## src/rtl/boot_gate_pkg.sv

```systemverilog
package boot_gate_pkg;

    localparam int DEF_ADDR_W = 16;
    localparam int DEF_DATA_W = 8;
    localparam logic [DEF_ADDR_W-1:0] DEF_ROM_BASE = 16'hE000;

    typedef enum logic {
        PH_RUN  = 1'b0,
        PH_FEED = 1'b1
    } phase_e;

    typedef struct packed {
        logic in_rom;    // address lies in the ROM window
        logic qual_hit;  // strobed read inside the ROM window
    } decode_t;

endpackage

```

## src/rtl/boot_addr_decode.sv

```systemverilog
module boot_addr_decode
    import boot_gate_pkg::*;
#(
    parameter int ADDR_W = DEF_ADDR_W,
    parameter logic [ADDR_W-1:0] ROM_BASE = DEF_ROM_BASE
) (
    input  logic [ADDR_W-1:0] addr,
    input  logic              rd,
    output decode_t           dec
);
    always_comb begin
        dec.in_rom   = (addr >= ROM_BASE);
        dec.qual_hit = rd && (addr >= ROM_BASE);
    end
endmodule

```

## src/rtl/boot_release_latch.sv

```systemverilog
module boot_release_latch
    import boot_gate_pkg::*;
(
    input  logic   clk,
    input  logic   rst,
    input  logic   hit,
    output phase_e phase
);
    always_ff @(posedge clk) begin
        if (rst)
            phase <= PH_FEED;
        else if (phase == PH_FEED && hit)
            phase <= PH_RUN;
    end
endmodule

```

## src/rtl/boot_data_select.sv

```systemverilog
module boot_data_select
    import boot_gate_pkg::*;
#(
    parameter int DATA_W = DEF_DATA_W,
    parameter logic [DATA_W-1:0] NOP_CODE = '0
) (
    input  phase_e            phase,
    input  decode_t           dec,
    input  logic [DATA_W-1:0] rom_d,
    input  logic [DATA_W-1:0] ram_d,
    output logic [DATA_W-1:0] out_d
);
    logic open_gate;

    always_comb begin
        open_gate = (phase == PH_RUN) || dec.qual_hit;
        if (!open_gate)
            out_d = NOP_CODE;
        else if (dec.in_rom)
            out_d = rom_d;
        else
            out_d = ram_d;
    end
endmodule

```

## src/rtl/boot_nop_gate.sv

```systemverilog
module boot_nop_gate
    import boot_gate_pkg::*;
#(
    parameter int ADDR_W = DEF_ADDR_W,
    parameter int DATA_W = DEF_DATA_W,
    parameter logic [ADDR_W-1:0] ROM_BASE = DEF_ROM_BASE,
    parameter logic [DATA_W-1:0] NOP_CODE = '0
) (
    input  logic              clk,
    input  logic              rst,
    input  logic [ADDR_W-1:0] cpu_addr,
    input  logic              rd_strobe,
    input  logic [DATA_W-1:0] rom_data,
    input  logic [DATA_W-1:0] ram_data,
    output logic [DATA_W-1:0] cpu_data,
    output logic              feeding
);
    decode_t dec;
    phase_e  phase;

    boot_addr_decode #(.ADDR_W(ADDR_W), .ROM_BASE(ROM_BASE)) u_dec (
        .addr (cpu_addr),
        .rd   (rd_strobe),
        .dec  (dec)
    );

    boot_release_latch u_rel (
        .clk   (clk),
        .rst   (rst),
        .hit   (dec.qual_hit),
        .phase (phase)
    );

    boot_data_select #(.DATA_W(DATA_W), .NOP_CODE(NOP_CODE)) u_sel (
        .phase (phase),
        .dec   (dec),
        .rom_d (rom_data),
        .ram_d (ram_data),
        .out_d (cpu_data)
    );

    assign feeding = (phase == PH_FEED);
endmodule

```

## config.mk

```make
export PLATFORM = sky130hd
export DESIGN_NAME = boot_nop_gate
export DESIGN_NICKNAME = d
export VERILOG_FILES = /design/src/rtl/boot_gate_pkg.sv /design/src/rtl/boot_addr_decode.sv /design/src/rtl/boot_release_latch.sv /design/src/rtl/boot_data_select.sv /design/src/rtl/boot_nop_gate.sv
export SDC_FILE = /design/constraint.sdc
export NUM_CORES = 1
export LEC_CHECK = 0
export ABC_CLOCK_PERIOD_IN_PS = 2000
export BUFFER_PORTS_ARGS = -buffer_cell sky130_fd_sc_hd__buf_4
export CORE_AREA = 5 5 42 44
export DETAILED_ROUTE_END_ITERATION = 8
export DIE_AREA = 0 0 47 49
export GPL_TIMING_DRIVEN = 0
export PLACE_DENSITY_LB_ADDON = 0.12
export SYNTH_ARGS = -nofsm -noshare
export SYNTH_HDL_FRONTEND = slang
export SYNTH_HIERARCHICAL = 1
export SYNTH_SLANG_ARGS = --single-unit
```

## constraint.sdc

```tcl
create_clock -name clk -period 2 [get_ports clk]
set_input_delay 0.3 -clock clk [delete_from_list [all_inputs] [get_ports clk]]
set_output_delay 0.3 -clock clk [all_outputs]
set_load 0.01 [all_outputs]
```

==> impl_metrics.toml <==
[synthesis]
synth_fa_ha_area_share_pct = 0
synthCells = 24
synth_cell_types = 10
synth_compound_area_share_pct = 4.17
synth_nets = 59
synth-simple-area-share_pct = 29.2
seq_area_frac_synth_pct = 11.1
ys_warn_count = 6
synthMuxAreaShare_pct = 44.4
avgSynthCellArea_um2 = 7.51
synth_top_family_by_area = "multiplexers"
syn_area_um2 = 180
synth_xor_area_share_pct = 0
synth_seq_cells = 1

[die]
die_h_um = 49
fp.dieW_um = 47
rows = 14
design.die.area_mm2 = 0.00230
core_area_mm2 = 0.00140
ios = 44
initial_utilization_pct = 12.9

[placement]
hpwl_um = 657
gp_congestion = 0.669
place_inst = 70
io_buffers = 30
place_area_um2 = 425

[detailed_routing]
drtIter0Drc = 0
routed_via_density = 3.93
drt_wl_total_um = 737
remaining_drc_errors = 0
drtAntennaViolNets = 0
vias = 275
wl_per_cell_um = 10.5
drtPass1Iterations = 1

[min_path]
hold_depth = 1
worstHoldStart = "u_rel/phase$_SDFFE_PP1P_"
hp-class = "flip-flop to flip-flop"

[cts]
ctsResizeCount = 0
cts_hold_buf = 0
cts_setup_buffers = 0
cts.clk_slew.worst_paths_ps = 0
worstSkewPairLatency_ps = 0

[timing]
setup_violations = 0
post-route-period-util_pct = 71.1
fmax_mhz = 703
worst_slew_pin_slew_ps = 127
finClkSkew_ps = 0
slew_violations = 0
whs_ps = 457
fin_crit_ps = 1420
setup_tns_ps = 0
rsz0062_at_grt = "false"
finalHoldViolations = 0
max-slew-margin-rel_pct = 91.3

[worst_setup_path]
startpoint = "rd_strobe"
required_ps = 1700
start_kind = "input pin"
r2r-start = "u_rel/phase$_SDFFE_PP1P_"
path_class = "input pin to primary output"
reg2reg_depth = 1
critPathMaxFanout = 8
cp-end-kind = "primary output"
worstPathArrival_ps = 1120

[finish]
syn_to_final_growth_pct = 136
fin_area_um2 = 425
final_cell_mix = "30 x buf_4, 8 x mux2i_1, 8 x nor2_1"
antennaDiodeCount = 0
final_common_cell = "buf_4"
final_nets = 91
fin_util_pct = 30.4
stdcell_count = 70
final_layout_size_suffix_gt1_share_pct = 61.1
reg.largest.list = "u_rel/phase x1"
largest_register_ffs = 1
multi_input_area_um2 = 140
regMostFlops = "u_rel/phase"
area.sequential_um2 = 20.0
nFillCells = 174

[flow_run]
drv.max_cap_violation_count = 0

[power_and_ir_drop]
power_density_mw_per_mm2 = 209
ir_drop_v = 0.000125
p_leak_nw = 0.215

[global_route]
grt.total_usage_pct = 5.96
grt_pass1_wl_mm = 1.06
antenna_found_initial = 0
grt_max_degree = 9
gr-total-overflow = 0
first_global_vias = 251

[run_status]
status = "finished, final reports clean"
synthesized netlist by cell type:
cell type | n | area (um^2)
mux2i_1 | 8 | 80.1
nor2_1 | 8 | 30.0
a21o_1 | 1 | 7.51
dfxtp_1 | 1 | 20.0
clkbuf_2 | 1 | 5.00
and3_2 | 1 | 7.51
and4_1 | 1 | 8.76
buf_6 | 1 | 11.3
nor2b_1 | 1 | 6.26
inv_1 | 1 | 3.75
layout make-up:
type / count / area share, %
Timing Repair Buffer: 30 / 52.9
Multi-Input combinational cell: 20 / 32.9
Sequential cell: 1 / 4.71
Tap cell: 16 / 4.71
Buffer: 2 / 3.82
Inverter: 1 / 0.882
critical path: stages:
cell and delay [ps]:
buf_4 100, and4_1 200, nor2b_1 100, clkbuf_2 200, nor2_1 70, buf_4 140
report_power, final:
part	internal (mW)	switching [mW]	total [mW]
Clock	0	0	0
Combinational	0.0451	0.0221	0.0672
Sequential	0.0211	0.000408	0.0215
per-layer routing:
metal,up-vias,wire (um),GRT usage (%)
met5,-,0,0
met3,0,87,0.369
li1,142,-,-
met2,10,444,12.7
met4,0,0,0
met1,123,205,6.09
through the flow:
step / setup WS, ps / total power [mW]
CTS: 544 / 0.0905
global placement: 540 / 0.0902
finish: 577 / 0.0887
detailed placement: 545 / 0.0901
floorplan: 794 / 0.0458
global route: 469 / 0.0954
cells by family (layout without fill, tap and decap cells):
kind of cell           count (synthesis)  count (layout)
multiplexers                           8               8
AND/OR/NAND/NOR                       11              11
buffers and inverters                  3              33
flip-flops                             1               1
AO/OA/AOI/OAI                          1               1
final timing paths:
path,slack [ps],to
max,580,cpu_data[1]
min,460,u_rel/phase$_SDFFE_PP1P_
max reg2reg,1450,u_rel/phase$_SDFFE_PP1P_
min reg2reg,460,u_rel/phase$_SDFFE_PP1P_
Note: power is estimated with default switching activity, not from simulation.
